==> config.mk <==
export PLATFORM = sky130hd
export DESIGN_NAME = qlo_gen
export DESIGN_NICKNAME = d
export VERILOG_FILES = /design/src/rtl/qlo_pkg.sv /design/src/rtl/qlo_sync_qual.sv /design/src/rtl/qlo_master_cnt.sv /design/src/rtl/qlo_chan.sv /design/src/rtl/qlo_gen.sv
export SDC_FILE = /design/constraint.sdc
export NUM_CORES = 1
export LEC_CHECK = 0
export ABC_AREA = 1
export ABC_CLOCK_PERIOD_IN_PS = 3400
export BUFFER_PORTS_ARGS = -buffer_cell sky130_fd_sc_hd__clkbuf_2
export CAP_MARGIN = 20
export CORE_MARGIN = 5
export CORE_UTILIZATION = 55
export CTS_CLUSTER_SIZE = 12
export DETAILED_ROUTE_END_ITERATION = 10
export GPL_ROUTABILITY_DRIVEN = 0
export PLACE_DENSITY = 0.82
export SLEW_MARGIN = 20
export SYNTH_ARGS = -nofsm -noshare
export SYNTH_HDL_FRONTEND = slang
export SYNTH_SLANG_ARGS = --single-unit
==> constraint.sdc <==
create_clock -name clk_i -period 3.4 [get_ports clk_i]
set_input_delay 0.85 -clock clk_i [delete_from_list [all_inputs] [get_ports clk_i]]
set_output_delay 0.85 -clock clk_i [all_outputs]
set_load 0.05 [all_outputs]
==> src/rtl/qlo_pkg.sv <==
package qlo_pkg;
  localparam int unsigned DEF_NUM_CH  = 8;
  localparam int unsigned DEF_PH_BITS = 4;

  typedef enum logic {
    CH_WAIT = 1'b0,
    CH_RUN  = 1'b1
  } ch_st_e;
endpackage

==> src/rtl/qlo_sync_qual.sv <==
module qlo_sync_qual #(
  parameter int unsigned QUAL_LEN = 4
) (
  input  logic clk_i,
  input  logic rst_ni,
  input  logic sync_i,
  output logic hold_o
);
  localparam int unsigned CW = $clog2(QUAL_LEN + 1);
  localparam logic [CW-1:0] RUN_MAX = CW'(QUAL_LEN - 1);

  logic [CW-1:0] run_q;

  // counts earlier consecutive high samples, saturating
  always_ff @(posedge clk_i or negedge rst_ni) begin
    if (!rst_ni)              run_q <= '0;
    else if (!sync_i)         run_q <= '0;
    else if (run_q != RUN_MAX) run_q <= run_q + CW'(1);
  end

  assign hold_o = sync_i && (run_q == RUN_MAX);
endmodule

==> src/rtl/qlo_master_cnt.sv <==
module qlo_master_cnt #(
  parameter int unsigned PH_BITS = 4
) (
  input  logic               clk_i,
  input  logic               rst_ni,
  input  logic               hold_i,
  output logic [PH_BITS-1:0] cnt_o
);
  logic [PH_BITS-1:0] cnt_q;

  always_ff @(posedge clk_i or negedge rst_ni) begin
    if (!rst_ni)     cnt_q <= '0;
    else if (hold_i) cnt_q <= '0;
    else             cnt_q <= cnt_q + PH_BITS'(1);
  end

  assign cnt_o = cnt_q;
endmodule

==> src/rtl/qlo_chan.sv <==
module qlo_chan
  import qlo_pkg::*;
#(
  parameter int unsigned PH_BITS = 4
) (
  input  logic               clk_i,
  input  logic               rst_ni,
  input  logic               hold_i,
  input  logic               en_i,
  input  logic [PH_BITS-1:0] code_i,
  input  logic [PH_BITS-1:0] cnt_i,
  output logic               lo_i_o,
  output logic               lo_q_o
);
  localparam int unsigned STEPS = 1 << PH_BITS;
  localparam logic [PH_BITS-1:0] IDX_LAST = PH_BITS'(STEPS - 1);
  localparam logic [PH_BITS-1:0] IDX_HALF = PH_BITS'(STEPS / 2);
  localparam logic [PH_BITS-1:0] IDX_QTR  = PH_BITS'(STEPS / 4);

  logic [PH_BITS-1:0] code_q, idx, idx_quad;
  ch_st_e             st_q;
  logic               wait_eff, i_nxt, q_nxt, swap;
  logic               lo_i_q, lo_q_q;

  assign idx      = cnt_i + code_q;
  assign idx_quad = idx - IDX_QTR;
  // a waiting channel stays silent until its own period start
  assign wait_eff = (st_q == CH_WAIT) && (idx != '0);
  assign i_nxt    = !wait_eff && (idx < IDX_HALF);
  assign q_nxt    = !wait_eff && (idx_quad < IDX_HALF);
  assign swap     = (idx == IDX_LAST) && (code_i != code_q);

  always_ff @(posedge clk_i or negedge rst_ni) begin
    if (!rst_ni) begin
      code_q <= '0;
      st_q   <= CH_WAIT;
      lo_i_q <= 1'b0;
      lo_q_q <= 1'b0;
    end else if (hold_i || !en_i) begin
      code_q <= code_i;
      st_q   <= CH_WAIT;
      lo_i_q <= 1'b0;
      lo_q_q <= 1'b0;
    end else begin
      lo_i_q <= i_nxt;
      lo_q_q <= q_nxt;
      if (swap) begin
        code_q <= code_i;
        st_q   <= CH_WAIT;
      end else begin
        st_q   <= wait_eff ? CH_WAIT : CH_RUN;
      end
    end
  end

  assign lo_i_o = lo_i_q;
  assign lo_q_o = lo_q_q;
endmodule

==> src/rtl/qlo_gen.sv <==
module qlo_gen
  import qlo_pkg::*;
#(
  parameter int unsigned NUM_CH  = DEF_NUM_CH,
  parameter int unsigned PH_BITS = DEF_PH_BITS
) (
  input  logic                        clk_i,
  input  logic                        rst_ni,
  input  logic                        sync_i,
  input  logic [NUM_CH-1:0]           ch_en_i,
  input  logic [NUM_CH*PH_BITS-1:0]   phase_code_i,
  output logic [NUM_CH-1:0]           lo_i_o,
  output logic [NUM_CH-1:0]           lo_q_o
);
  // one reference period = a quarter of the timebase steps per LO period
  localparam int unsigned QUAL_LEN = (1 << PH_BITS) / 4;

  logic               hold;
  logic [PH_BITS-1:0] cnt;

  qlo_sync_qual #(.QUAL_LEN(QUAL_LEN)) u_qual (
    .clk_i  (clk_i),
    .rst_ni (rst_ni),
    .sync_i (sync_i),
    .hold_o (hold)
  );

  qlo_master_cnt #(.PH_BITS(PH_BITS)) u_cnt (
    .clk_i  (clk_i),
    .rst_ni (rst_ni),
    .hold_i (hold),
    .cnt_o  (cnt)
  );

  for (genvar c = 0; c < NUM_CH; c++) begin : g_ch
    qlo_chan #(.PH_BITS(PH_BITS)) u_ch (
      .clk_i  (clk_i),
      .rst_ni (rst_ni),
      .hold_i (hold),
      .en_i   (ch_en_i[c]),
      .code_i (phase_code_i[c*PH_BITS +: PH_BITS]),
      .cnt_i  (cnt),
      .lo_i_o (lo_i_o[c]),
      .lo_q_o (lo_q_o[c])
    );
  end
endmodule

======== Word-level counts from Yosys, hierarchy flattened ========
Index checks and enable logic that the tools add are counted.
word-level totals
  output and inout bits ................... 16
  memory bits (read-only) ................. 0
  memory bits (writable) .................. 0
  bits in latches ......................... 0
  input bits .............................. 43
  memories kept ........................... 0
  register bits ........................... 63
  logic and storage cells ................. 227
cells by class
  $add $sub $neg .......................... 18
  shifts and indexed selects .............. 0
  eq/ne operators ......................... 19
  magnitude comparators ................... 16
  reduce and logical (&&, ||, !) cells .... 73
  div/mod/pow operators ................... 0
  mux-type cells .......................... 59
  bitwise gates (word level) .............. 8
  $mul .................................... 0
operators with widths
  cell                 count
  $mux 4               17
  $lt 4x4->1 const B   16
  $mux 1               40
  $logic_and 1x1->1    33
  $add 4x4->4          8
  $eq 4x4->1 const B   8
  $ne 4x4->1           8
  $reduce_bool 4->1    8
  $sub 4x3->4 const B  8
  $logic_not 1->1      16
  $reduce_bool 2->1    8
  $logic_or 1x1->1     8
  $not 1->1            8
  $mux 3               2
  $add 4x1->4 const B  1
  $add 3x1->3 const B  1
  $eq 3x2->1 const B   1
  $ne 3x2->1 const B   1
  $ne 2x1->1 const B   1

======== Logic depth before layout (Yosys ltp) ========
  depth in word-level cells ............... 6
  gate-level depth with buffers ........... 10
  depth with buffers taken out ............ 10

======== Cells and area by module ========
Synthesis repeated with hierarchy kept, for this count alone.
second synthesis, totals
  cell total of the unflattened synthesis .. 597
  area total of the unflattened synthesis .. 4694.5 µm²
by module, submodules not included
  module          area each (µm²)  times used  sequential area each (µm²)  cells an instance
  qlo_chan        545.5            8           175.2                       70
  qlo_master_cnt  166.4            1           100.1                       17
  qlo_sync_qual   163.9            1           75.1                        20

======== Least setup slack after synthesis ========
Ideal clock, no wire load.
  path kind ............................... reg-to-reg
  from .................................... register u_cnt.cnt_q[1] (netlist: u_cnt.cnt_o[1])
  to ...................................... register g_ch[5].u_ch.code_q[0]
  clock period less this slack ............ 2.247 ns
  stages on the path, launching flop included .. 10
  path buffers ............................ 0
  required time ........................... 3.335 ns
  arrival ................................. 2.182 ns
  setup time .............................. 0.065 ns
  slack ................................... 1.153 ns
  cell sequence ........................... dfrtp_1 -> inv_1 -> fa_1 -> xnor2_1 -> ha_1 -> nor3b_1 -> nand2_1 -> nand2_1 -> nand2_1 -> nand2_1
on the way
  longest elaborated chain between the ends .. 4
ends and longest elaborated chain
  element                             RTL line              text
  start: declaration                  qlo_master_cnt.sv:9   logic [PH_BITS-1:0] cnt_q;
  start signal: assignment            qlo_master_cnt.sv:14  else cnt_q <= cnt_q + PH_BITS'(1);
  $add 4x4->4                         qlo_chan.sv:25        assign idx = cnt_i + code_q;
  $eq 4x4->1                          qlo_chan.sv:31        assign swap = (idx == IDX_LAST) && (code_i != code_q);
  $logic_and 1x1->1                   qlo_chan.sv:31
  $reduce_bool 2->1 (no source line)  --
  end signal: assignment              qlo_chan.sv:40        code_q <= code_i;
  end signal: assignment              qlo_chan.sv:48        code_q <= code_i;
  end: declaration                    qlo_chan.sv:20        logic [PH_BITS-1:0] code_q, idx, idx_quad;
Every way passes these cells.
A chain may end at the register's enable or synchronous reset.

======== Final worst setup path ========
  from .................................... register u_cnt.cnt_q[1] (netlist: u_cnt.cnt_o[1])
  to ...................................... register g_ch[5].u_ch.code_q[1]
Same word-level chain as after synthesis.

==> metrics.md <==
| Metric | Value |
|---|---|
| Startpoint types | register |
| Setup Skew | 0.01048 ns |
| Warnings from Yosys | 0 |
| CP max stage cell | dfrtp_1 |
| Slew margin rel. | 43.08% |
| Pre-CTS setup slack | 0.6723 ns |
| Tot GR Track Use | 19.47% |
| Yosys reg bits | 63 |
| Vias in the first global route | 3706 |
| Max incr delay on CP | 0.62 ns |
| Status | finished clean |
| Most frequent cell after synthesis | nand2_1 |
| Post-CTS setup buffer count | 0 |
| Hold Buf Count CTS | 0 |
| Most used cell, CP | nand2_1 |
| Prevailing post-synth register cell | dfrtp_1 |
| Post-DRT Antenna Nets | 0 |
| Post-route cell area | 4937 um^2 |
| First-pass GRT wire length | 15.89 mm |
| CTS tree | done |
| Cell accounting for the most synthesized area | dfrtp_1 |
| Root Driver | clkbuf_8 |
| Flop-to-flop setup slack | 0.58 ns |
| Async S/R FF share, synth | 100.0% |
| Sequential share of the synthesized area | 35.34% |
| Detailed Place HPWL | 7.165 mm |
| # DRC | 0 |
| Die W | 100.1 um |
| RR Startpoint | u_cnt.cnt_o[1] |
| Die height | 100.1 um |
| Top cells by area, synth | dfrtp_1 (35%), nand2_1 (17%), ha_1 (12%), inv_1 (9.3%), nand3_1 (4.7%) |
| Worst slew pin tran | 0.8538 ns |
| Syn nets | 693 |
| Share of layout cells above drive strength 1 | 12.92% |
| Worst-Skew Late Latency | 0.34 ns |
| CTS buffer count | 9 |
| Clk buf depth | 2 |
| Initial core utilization | 57.13% |
| Post-Synthesis Cells | 599 |
| Max-slew violation count | 0 |
| Post-Route WL | 9.114 mm |
| Rows | 32 |
| WHS Path Cells | 1 |
| Tot Pwr | 5.147 mW |
| Worst Setup End Kind | register |
| Avg Cell Area, Syn | 7.447 um^2 |
| Leakage | 3.049 nW |
| Wire length per cell | 11.99 um |
| Initial DRT Pass Iterations | 4 |
| Fmax | 354.8 MHz |
| Final setup viols | 0 |
| Synth top area share | 35.34% |
| Period utilization | 82.89% |
| R2R depth | 9 |
| Vias | 3729 |
| Setup ws final | 0.5816 ns |
| Worst vdd ir | 0.4387 mV |
| Worst-path cell chain | inv_1 > fa_1 > xnor2_1 > ha_1 > nor3b_1 > nand2_1 > nand2_1 > nand2_1 > nand2_1 |
| Largest net degree at the start of global routing | 33 |
| Placed cell areas | 4762 um^2 |
| IO buf count | 58 |
| Reg2reg end | g_ch[5].u_ch.code_q[1] |
| Synth unique cells | 20 |
| Num ports | 59 |
| Fin util | 63.24% |
| Initial antenna violation count | 0 |
| Final setup TNS | 0 ns |
| Full die area | 10010 um^2 |
| Mapped Area | 4461 um^2 |
| CP bufs+invs | 1 |
| Critical path type | reg2reg |
| Clk sinks | 63 |
| Worst Path Required | 3.68 ns |
| Fin. Hold Viols | 0 |
| Worst Hold End | u_qual.run_q[0] |
| Clock period minus worst slack | 2.818 ns |
| Starting DRT DRC Count | 152 |
| Clk slew on worst S/H paths | 0.07 ns |
| H-Tree Depth | 3 |
| Most frequent cells after synthesis | nand2_1 (205), inv_1 (111), dfrtp_1 (63), ha_1 (43), nand3_1 (42) |
| Power per standard cell area | 1042 nW/um^2 |
| HP Start | u_qual.run_q[0] |
| EDFF count, synth | 0 |
| Crit path DAT | 3.10 ns |
| Max Cap Viol | 0 |
| Vias per cell | 4.907 |
| # resized after CTS | 0 |
| Hold WC Path Type | reg2reg |
| Area growth syn-to-layout | 10.69% |
| GR Overflow Total | 0 |
| Core Footprint | 7807 um^2 |
| RSZ-0062 raised after global routing | no |
| Critical Path Fanout Max | 11 |
| Largest delay share family, worst path | adder cells |
| Final #Nets | 747 |
| N_diodes | 0 |
[routing by layer]
| metal | up-vias | part of all wire [%] | GRT usage [%] |
|---|---|---|---|
| li1 | 1913 | - | - |
| met1 | 1706 | 45 | 24.65 |
| met2 | 95 | 47 | 32.58 |
| met3 | 15 | 6.2 | 4.517 |
| met4 | 0 | 1.8 | 7.150 |
| met5 | - | 0 | 0 |
[per-stage QoR]
step / instances / hold WS (ns)
4_1_cts: 760 / 0.4775
6_report: 760 / 0.4759
2_1_floorplan: 599 / 0.4392
5_1_grt: 760 / 0.5028
3_5_place_dp: 744 / 0.4707
3_3_place_gp: 744 / 0.4512
[kinds of logic (layout without fill, tap and decap cells)]
| family | Yosys count | count (layout) | share of synthesized area, % |
|---|---|---|---|
| buffers and inverters | 129 | 188 | 12.37 |
| and+or+nand+nor | 303 | 303 | 28.25 |
| xor gates and xnor gates | 26 | 26 | 5.105 |
| AOI/OAI and AO/OA | 27 | 27 | 3.282 |
| adders and majority gates | 51 | 51 | 15.65 |
| DFF | 63 | 63 | 35.34 |
[registers in the layout, summed over array words and instances, names as in the netlist]
name,cells
g_ch.u_ch.code_q,32
g_ch.u_ch.lo_i_o,8
g_ch.u_ch.lo_q_o,8
g_ch.u_ch.st_q,8
u_cnt.cnt_o,4
u_qual.run_q,3
[where the power goes]
group	switching [mW]	internal (mW)
Clock	0.282	0.299
Sequential	0.359	1.05
Combinational	1.94	1.22
[cell usage in the layout (no fill, tap or decap)]
cell type and n:
xnor2_1 9, nand3_1 42, inv_1 111, fa_1 8, ha_1 43, nor2_4 3, dfrtp_1 63, xor2_1 17
clkbuf_2 58, nand3b_1 1, clkbuf_1 1, nand2_1 205, o21ai_0 7, inv_2 1, clkinv_2 4, clkbuf_8 11
a31o_2 3, buf_4 2, and3b_1 5, nor3b_1 3, nand2_2 3, a21oi_1 17, nor2_1 41
[worst register-to-register path: cells and delay by family (launching register included)]
family        cells  cell delay, ns
fa+ha+maj         2            0.75
flops             1            0.62
buf+inv           1            0.41
xor+xnor          1            0.27
simple gates      5            0.70
[worst max-delay path by stage]
stage	startpoint	to	slack, ns	cells after the start
floorplan	u_cnt.cnt_o[1]	g_ch[5].u_ch.code_q[0]	1.15	9
global placement	u_cnt.cnt_o[1]	g_ch[2].u_ch.lo_i_o	0.82	9
detailed placement	u_cnt.cnt_o[1]	g_ch[5].u_ch.code_q[0]	0.67	9
CTS	u_cnt.cnt_o[1]	g_ch[5].u_ch.code_q[0]	0.59	9
global route	u_cnt.cnt_o[1]	g_ch[5].u_ch.code_q[3]	0.44	9
finish	u_cnt.cnt_o[1]	g_ch[5].u_ch.code_q[1]	0.58	9
[layout make-up]
| type | instances | area (um^2) |
|---|---|---|
| flip-flops and latches | 63 | 1577 |
| fillers | 700 | 2870 |
| repair buffers | 60 | 305.3 |
| inverters | 112 | 420.4 |
| multi-input cells | 407 | 2332 |
| well taps | 102 | 127.6 |
| clock buffers | 12 | 155.1 |
| clock inverters | 4 | 20.02 |
(Power assumes the default switching activity.)
